## src/rtl/dbsc_pkg.sv

```systemverilog
package dbsc_pkg;
  localparam int unsigned NUM_CTRL = 3;
  // control cell positions relative to the end of the instruction field
  localparam int unsigned OFS_SPD  = 0;
  localparam int unsigned OFS_WB   = 1;
  localparam int unsigned OFS_DEN  = 2;

  function automatic int unsigned chain_len(input int unsigned iw, input int unsigned dw);
    return iw + NUM_CTRL + dw;
  endfunction

  typedef struct packed {
    logic spd;
    logic wb;
    logic den;
  } ctrl_cells_t;
endpackage

```

## src/rtl/dbsc_cause_track.sv

```systemverilog
module dbsc_cause_track (
  input  logic clk,
  input  logic rst_n,
  input  logic enter,
  input  logic wpt,
  input  logic ex_bkpt,
  input  logic cap_fire,
  output logic pending,
  output logic cause_wpt,
  output logic both_hit
);
  logic pending_d, cause_d, both_d;

  always_comb begin
    pending_d = pending;
    cause_d   = cause_wpt;
    both_d    = both_hit;
    if (enter) begin
      pending_d = 1'b1;
      cause_d   = wpt;
      both_d    = wpt & ex_bkpt;
    end else if (cap_fire) begin
      pending_d = 1'b0;
    end
  end

  always_ff @(posedge clk or negedge rst_n) begin
    if (!rst_n) begin
      pending   <= 1'b0;
      cause_wpt <= 1'b0;
      both_hit  <= 1'b0;
    end else begin
      pending   <= pending_d;
      cause_wpt <= cause_d;
      both_hit  <= both_d;
    end
  end
endmodule

```

## src/rtl/dbsc_chain.sv

```systemverilog
module dbsc_chain #(
  parameter int unsigned IW = 32,
  parameter int unsigned DW = 32
) (
  input  logic                clk,
  input  logic                rst_n,
  input  logic                cap_fire,
  input  logic                shift_fire,
  input  logic                tdi,
  input  logic [IW-1:0]       cap_instr,
  input  logic                cap_instr_en,
  input  dbsc_pkg::ctrl_cells_t cap_ctrl,
  input  logic                cap_den_en,
  input  logic [DW-1:0]       cap_data,   // chain order
  input  logic                cap_data_en,
  output logic [dbsc_pkg::chain_len(IW, DW)-1:0] chain_q
);
  localparam int unsigned L     = dbsc_pkg::chain_len(IW, DW);
  localparam int unsigned P_SPD = IW + dbsc_pkg::OFS_SPD;
  localparam int unsigned P_WB  = IW + dbsc_pkg::OFS_WB;
  localparam int unsigned P_DEN = IW + dbsc_pkg::OFS_DEN;
  localparam int unsigned P_DAT = IW + dbsc_pkg::NUM_CTRL;

  logic [L-1:0] chain_d;

  always_comb begin
    chain_d = chain_q;
    if (cap_fire) begin
      if (cap_instr_en) chain_d[IW-1:0] = cap_instr;
      chain_d[P_SPD] = cap_ctrl.spd;
      chain_d[P_WB]  = cap_ctrl.wb;
      if (cap_den_en)  chain_d[P_DEN] = cap_ctrl.den;
      if (cap_data_en) chain_d[L-1:P_DAT] = cap_data;
    end else if (shift_fire) begin
      chain_d = {tdi, chain_q[L-1:1]};
    end
  end

  always_ff @(posedge clk or negedge rst_n) begin
    if (!rst_n) chain_q <= '0;
    else        chain_q <= chain_d;
  end
endmodule

```

## src/rtl/dbsc_update.sv

```systemverilog
module dbsc_update #(
  parameter int unsigned IW = 32,
  parameter int unsigned DW = 32
) (
  input  logic          clk,
  input  logic          rst_n,
  input  logic          upd_fire,
  input  logic [IW-1:0] in_instr,
  input  logic          in_spd,
  input  logic          in_den,
  input  logic [DW-1:0] in_data,
  output logic [IW-1:0] instr_q,
  output logic          spd_q,
  output logic          den_q,
  output logic [DW-1:0] data_q
);
  logic [IW-1:0] instr_d;
  logic          spd_d, den_d;
  logic [DW-1:0] data_d;

  always_comb begin
    instr_d = instr_q;
    spd_d   = spd_q;
    den_d   = den_q;
    data_d  = data_q;
    if (upd_fire) begin
      instr_d = in_instr;
      spd_d   = in_spd;
      den_d   = in_den;
      data_d  = in_data;
    end
  end

  always_ff @(posedge clk or negedge rst_n) begin
    if (!rst_n) begin
      instr_q <= '0;
      spd_q   <= 1'b0;
      den_q   <= 1'b0;
      data_q  <= '0;
    end else begin
      instr_q <= instr_d;
      spd_q   <= spd_d;
      den_q   <= den_d;
      data_q  <= data_d;
    end
  end
endmodule

```

## src/rtl/dbus_scan_chain.sv

```systemverilog
module dbus_scan_chain #(
  parameter int unsigned IW = 32,
  parameter int unsigned DW = 32
) (
  input  logic          clk,
  input  logic          rst_n,
  input  logic          sel,
  input  logic          cap_en,
  input  logic          shift_en,
  input  logic          upd_en,
  input  logic          ext_test,
  input  logic          tdi,
  output logic          tdo,
  input  logic [IW-1:0] core_instr,
  input  logic          core_den,
  input  logic [DW-1:0] dbus_pin,
  input  logic          dbg_enter,
  input  logic          dbg_wpt,
  input  logic          dbg_ex_bkpt,
  output logic [IW-1:0] instr_out,
  output logic          sysspd_out,
  output logic [DW-1:0] dbus_out,
  output logic          dbus_oe
);
  localparam int unsigned L     = dbsc_pkg::chain_len(IW, DW);
  localparam int unsigned P_SPD = IW + dbsc_pkg::OFS_SPD;
  localparam int unsigned P_DEN = IW + dbsc_pkg::OFS_DEN;

  // reset: asserted asynchronously, released on the clock
  logic [1:0] rst_sync;
  logic       rst_int_n;
  always_ff @(posedge clk or negedge rst_n) begin
    if (!rst_n) rst_sync <= 2'b00;
    else        rst_sync <= {rst_sync[0], 1'b1};
  end
  assign rst_int_n = rst_sync[1];

  logic cap_fire, shift_fire, upd_fire;
  assign cap_fire   = sel & cap_en;
  assign shift_fire = sel & shift_en & ~cap_en;
  assign upd_fire   = sel & upd_en;

  logic pending, cause_wpt, both_hit;
  dbsc_cause_track u_cause (
    .clk      (clk),
    .rst_n    (rst_int_n),
    .enter    (dbg_enter),
    .wpt      (dbg_wpt),
    .ex_bkpt  (dbg_ex_bkpt),
    .cap_fire (cap_fire),
    .pending  (pending),
    .cause_wpt(cause_wpt),
    .both_hit (both_hit)
  );

  logic [L-1:0]  chain_q;
  logic [DW-1:0] pin_chain_ord;
  logic [DW-1:0] chain_bus_ord;
  logic          den_q;
  logic [DW-1:0] data_q;

  // data cells are stored in reversed bus order
  for (genvar i = 0; i < DW; i++) begin : g_rev
    assign pin_chain_ord[i] = dbus_pin[DW-1-i];
    assign chain_bus_ord[i] = chain_q[L-1-i];
  end

  dbsc_pkg::ctrl_cells_t cap_ctrl;
  always_comb begin
    cap_ctrl.spd = pending ? cause_wpt : sysspd_out;
    cap_ctrl.wb  = both_hit;
    cap_ctrl.den = core_den;
  end

  logic data_cap_en;
  assign data_cap_en = ~(ext_test & den_q);

  dbsc_chain #(.IW(IW), .DW(DW)) u_chain (
    .clk         (clk),
    .rst_n       (rst_int_n),
    .cap_fire    (cap_fire),
    .shift_fire  (shift_fire),
    .tdi         (tdi),
    .cap_instr   (core_instr),
    .cap_instr_en(~ext_test),
    .cap_ctrl    (cap_ctrl),
    .cap_den_en  (~ext_test),
    .cap_data    (pin_chain_ord),
    .cap_data_en (data_cap_en),
    .chain_q     (chain_q)
  );

  dbsc_update #(.IW(IW), .DW(DW)) u_upd (
    .clk     (clk),
    .rst_n   (rst_int_n),
    .upd_fire(upd_fire),
    .in_instr(chain_q[IW-1:0]),
    .in_spd  (chain_q[P_SPD]),
    .in_den  (chain_q[P_DEN]),
    .in_data (chain_bus_ord),
    .instr_q (instr_out),
    .spd_q   (sysspd_out),
    .den_q   (den_q),
    .data_q  (data_q)
  );

  assign tdo      = chain_q[0];
  assign dbus_out = data_q;
  assign dbus_oe  = ext_test & den_q;
endmodule

```

## config.mk

```make
export PLATFORM = sky130hd
export DESIGN_NAME = dbus_scan_chain
export DESIGN_NICKNAME = d
export VERILOG_FILES = /design/src/rtl/dbsc_pkg.sv /design/src/rtl/dbsc_cause_track.sv /design/src/rtl/dbsc_chain.sv /design/src/rtl/dbsc_update.sv /design/src/rtl/dbus_scan_chain.sv
export SDC_FILE = /design/constraint.sdc
export NUM_CORES = 1
export LEC_CHECK = 0
export BUFFER_PORTS_ARGS = -buffer_cell sky130_fd_sc_hd__buf_2
export CORE_MARGIN = 2
export CORE_UTILIZATION = 35
export DETAILED_ROUTE_END_ITERATION = 7
export HOLD_SLACK_MARGIN = 0.15
export PLACE_DENSITY = 0.6
export RECOVER_POWER = 100
export SKIP_LAST_GASP = 1
export SLEW_MARGIN = 25
export SYNTH_ARGS = -nofsm -noshare
export SYNTH_HDL_FRONTEND = slang
export SYNTH_SLANG_ARGS = --single-unit
```

## constraint.sdc

```tcl
create_clock -name clk -period 5 [get_ports clk]
set_input_delay 1 -clock clk [delete_from_list [all_inputs] [get_ports clk]]
set_output_delay 1 -clock clk [all_outputs]
set_load 0.05 [all_outputs]
```

# --- Yosys cells after proc, flatten, opt, wreduce, memory -nomap -nowiden ---
# Index checks and enable logic that the tools add are counted.
totals:
  ff_bits: 138
  latchBits: 0
  mem_bits_rw: 0
  rom_bits: 0
  inputBits: 76
  out_inout_bits: 67
  n_memories: 0
classes:
  add_sub_neg: 0
  mul: 0
  div: 0
  n_lt_le_gt_ge: 0
  n_eq_ne: 2
  shifts: 0
  n_mux: 8
  bitwise_logic: 7
  reduce_logical: 4
ops:
  columns: ["op", "count"]
  rows:
  - ["$mux 67", 2]
  - ["$mux 32", 2]
  - ["$and 1x1->1", 6]
  - ["$mux 1", 4]
  - ["$ne 2x2->1 const B", 2]
  - ["$reduce_and 2->1", 2]
  - ["$reduce_bool 2->1", 2]
  - ["$not 1->1", 1]

# --- Logic depth before layout (Yosys ltp) ---
depth:
  depth_word: 4
  ltp_mapped: 5

# --- Cells and area by module ---
# A second synthesis with hierarchy kept.
unflattened:
  cells_unflattened: 451
  hier_area_um2: 6698.9
modules_own_cells:
  columns: ["mod", "instances", "cells_per_inst", "area_each_um2", "seq_area_each_um2"]
  rows:
  - ["dbsc_chain", 1, 293, 3867.5, 1676.6]
  - ["dbsc_update", 1, 139, 2611.3, 1651.6]
  - ["dbsc_cause_track", 1, 9, 116.4, 75.1]
  - ["dbus_scan_chain", 1, 10, 103.8, 50.0]

# --- Worst setup path after synthesis ---
# Ideal clock, no wire load.
synth_path:
  path_kind: "input to output"
  startpoint: "input port ext_test"
  endpoint: "output port dbus_oe"
  arrival_ps: 1428
  t_required_ps: 4000
  setup_slack_ps: 2572
  stages: 1
  n_path_buf: 0
  cell_sequence: "and2_1"
synth_via:
  elab_chain_len: 1
synth_lines:
  columns: ["item", "line", "text"]
  rows:
  - ["start: declaration", "dbus_scan_chain.sv:11", "input logic ext_test,"]
  - ["$and 1x1->1", "dbus_scan_chain.sv:109", "assign dbus_oe = ext_test & den_q;"]
  - ["end: declaration", "dbus_scan_chain.sv:23", "output logic dbus_oe"]
# No other way between the ends.

# --- Worst setup path after layout ---
layout_path:
  startpoint: "input port cap_en"
  endpoint: "register u_chain.chain_q[36] (netlist name)"
layout_via:
  elab_chain_len: 4
layout_lines:
  columns: ["item", "line", "text"]
  rows:
  - ["start: declaration", "dbus_scan_chain.sv:8", "input logic cap_en,"]
  - ["$not 1->1", "dbus_scan_chain.sv:40", "assign shift_fire = sel & shift_en & ~cap_en;"]
  - ["$and 1x1->1", "dbus_scan_chain.sv:40", null]
  - ["$reduce_bool 2->1 (no source line)", null, null]
  - ["$reduce_and 2->1 (no source line)", null, null]
  - ["end signal: assignment", "dbsc_chain.sv:41", "else chain_q <= chain_d;"]
  - ["end: declaration", "dbsc_chain.sv:16", "output logic [dbsc_pkg::chain_len(IW, DW)-1:0] chain_q"]
# Parallel ways exist; a longest one is shown, timed or not.
# A chain may end at the register's enable or synchronous reset.

==> impl_results.md <==
- Min-Delay Path Class: reg -> async
- Share of the synthesized area in the top cell type: 58.49%
- Register area share after synthesis: between 50% and 60%
- Clock Sink Count: between 100 and 150
- DP Area: just under 7000 um2
- # IOs: approximately 140
- Number of buffers created by CTS: 17
- Syn Nets: roughly 460
- Post-route DRC: 0
- Fin Hold WS: around 0.21 ns
- Tmin final: 2.762 ns
- Initial DRT Pass Iterations: 4
- Area Growth Syn to Fin: 25.17%
- Die boundary height: 133.9 um
- Setup skew after layout: between 0.007 and 0.008 ns
- Dominant cell type by area after synthesis: dfrtp_1
- Synth top area cells: dfrtp_1, mux2_2, mux2_1, buf_2, buf_6
- Final slew viol count: 0
- FP Rows: 47
- Layout cells sized above 1: ~51%
- Initial core utilization: a little over a third
- Global-route usage over all layers: between 10% and 20%
- First-pass GRT wire length: around 20000 um
- Drt wl/cell: around 16 um
- Final hold vios: 0
- Clk slew on worst S/H paths: 0.06 ns
- Post-detail-place hpwl: 8041 um
- # hold bufs at CTS: 0
- Number of setup buffers added after CTS: 0
- 1st-iter DRT viols: 66
- Antenna Nets Post-Route: 0
- Warnings from Yosys: 0
- H-tree depth: 4
- CP required: between 5 and 6 ns
- Post-Syn Area per Cell: about 16 um2
- PostCTS Resize Cnt: 0
- Async SR Flop Fraction: 100.0%
- Measured slew at the worst slew-check pin: 1.223 ns
- Ant diodes: 0
- Arrival @ worst endpoint: between 3 and 4 ns
- CTS tree: built
- Critical path peak fanout: 29
- Final Wtd Congestion: 0.7402
- Number of flops mapped to enable cells by yosys: 0
- Prevailing post-synth register cell: dfrtp_1
- Core area: about 17000 um2
- Xor and xnor area share after synthesis: 0%
- Crit Path Class: in -> reg
- Synth Area in Simple Gates: less than 1%
- Most common cell in the synthesized netlist: mux2_2
- Max-slew headroom: 18.47%
- VDD IR max: roughly 260 uV
- #FFs+latches synth: 138
- Layout Nets: around 600
- Final Instance Area: 7391 um2
- # port buffers: between 100 and 150
- Leak: roughly 3.3 nW
- RSZ-0062 raised after global routing: no
- Vias: about 3600
- CTS max path bufs: 2
- Max Cap Viol: 0
- Area share of fa/ha/maj cells after synthesis: 0%
- Synth Area in Compound Gates: roughly 1.3%
- Status: complete, no violations
- Mapped cell area: ~6000 um2
- TNS Setup: 0 ns
- Die area: between 15000 and 20000 um2
- Largest family of logic cells by synthesized area: multiplexers
- Fin crit share: 55.23%
- CP startpoint kind: primary input
- Power Density: 714.8 nW/um2
- Number of global-route vias before repair: 3881
- Post-synth cell types: 23
- Core Util, Final: between 40% and 50%
- Root Buffer: clkbuf_16
- Initial antenna violation count: 0
- Syn Inst Count: approximately 380
- Vias/cell: between 4 and 5
- CP Capture Type: flop
- Grt ovf: 0
- Mux cell area share after synthesis: 37.15%
- Pin count of the biggest net entering global routing: 77
- Clock Latency Late Sink: roughly 0.4 ns
- Commonest cells post-synth: mux2_2, dfrtp_1, mux2_1, buf_2
- Total Wirelength: 12220 um
- Setup-failing EPs final: 0
- Die width: between 100 and 150 um
- Max Clk Rate: approximately 360 MHz
per-stage QoR:
stage | std cells | setup WS [ns] | total power [W]
after floorplan | 379 | 0.8704 | 0.003528
after global placement | 726 | 1.907 | 0.003987
after detailed placement | 726 | 2.178 | 0.004051
after CTS | 758 | 2.485 | 0.005425
after global routing | 758 | 2.073 | 0.005572
final | 758 | 2.238 | 0.005283
kinds of logic (layout without fill, tap and decap cells):
| family | after synthesis | in the layout |
|---|---|---|
| flip-flops | 138 | 138 |
| other | 1 | 1 |
| buffers and inverters | 23 | 182 |
| AO/OA/AOI/OAI | 11 | 11 |
| AND/OR/NAND/NOR | 11 | 11 |
| multiplexers | 195 | 195 |
where the power goes:
part	internal (W)	switching [W]	leakage (nW)	total, W
clock	0.000846	0.000502	0.311	0.00135
combinational	0.000661	0.00132	1.30	0.00198
sequential	0.00164	0.000311	1.65	0.00195
worst max-delay path, cell delays in order:
cell and delay (ns):
clkbuf_1 0.16, o21ai_0 0.34, a21o_1 0.95, buf_4 0.28, mux2_2 0.32
placed cells by master, fill, tap and decap left out, types with 4 or more instances in the layout:
cell type | netlist | layout
buf_4 | 1 | 4
clkbuf_1 | 2 | 71
mux2_2 | 166 | 166
clkbuf_16 | 0 | 17
clkinv_4 | 0 | 4
o21ai_0 | 5 | 5
dfrtp_1 | 138 | 138
mux2_1 | 27 | 27
bufinv_16 | 0 | 4
inv_6 | 0 | 4
buf_2 | 10 | 71
state kept, by name, summed over array words and instances, names as in the netlist:
signal and count:
u_cause.pending 1, u_upd.data_q 32, u_cause.both_hit 1, u_upd.spd_q 1, rst_sync 2, u_upd.den_q 1, u_cause.cause_wpt 1, u_upd.instr_q 32
u_chain.chain_q 67
path summary, 6_finish.rpt:
check                            start                  end  slack [ns]  cells after the start
max                             cap_en  u_chain.chain_q[36]        2.24                      5
min                        rst_sync[1]    u_upd.instr_q[22]        0.21                      0
min in group clk           rst_sync[0]          rst_sync[1]        0.36                      0
max in group asynchronous  rst_sync[1]   u_chain.chain_q[6]        3.74                      1
min reg2reg                rst_sync[1]    u_upd.instr_q[22]        0.21                      0
max reg2reg                u_upd.den_q  u_chain.chain_q[36]        2.83                      4
layout make-up:
cell class              instances  area [um2]
fillers                      1564        9134
flip-flops and latches        138        3453
multi-input cells             218        2349
repair buffers                147       663.1
clock buffers                  17       425.4
well taps                     220       275.3
clock inverters                15       214.0
inverters                       3       11.26
layer usage:
metal  share of wire (%)  GRT usage, %  vias up
met5                   0             0        -
met4                0.92         4.610        0
met3                 6.0         4.497       10
met2                  47         22.76      106
met1                  46         18.73     1829
li1                    -             -     1654
Note: power is estimated with default switching activity, not from simulation.
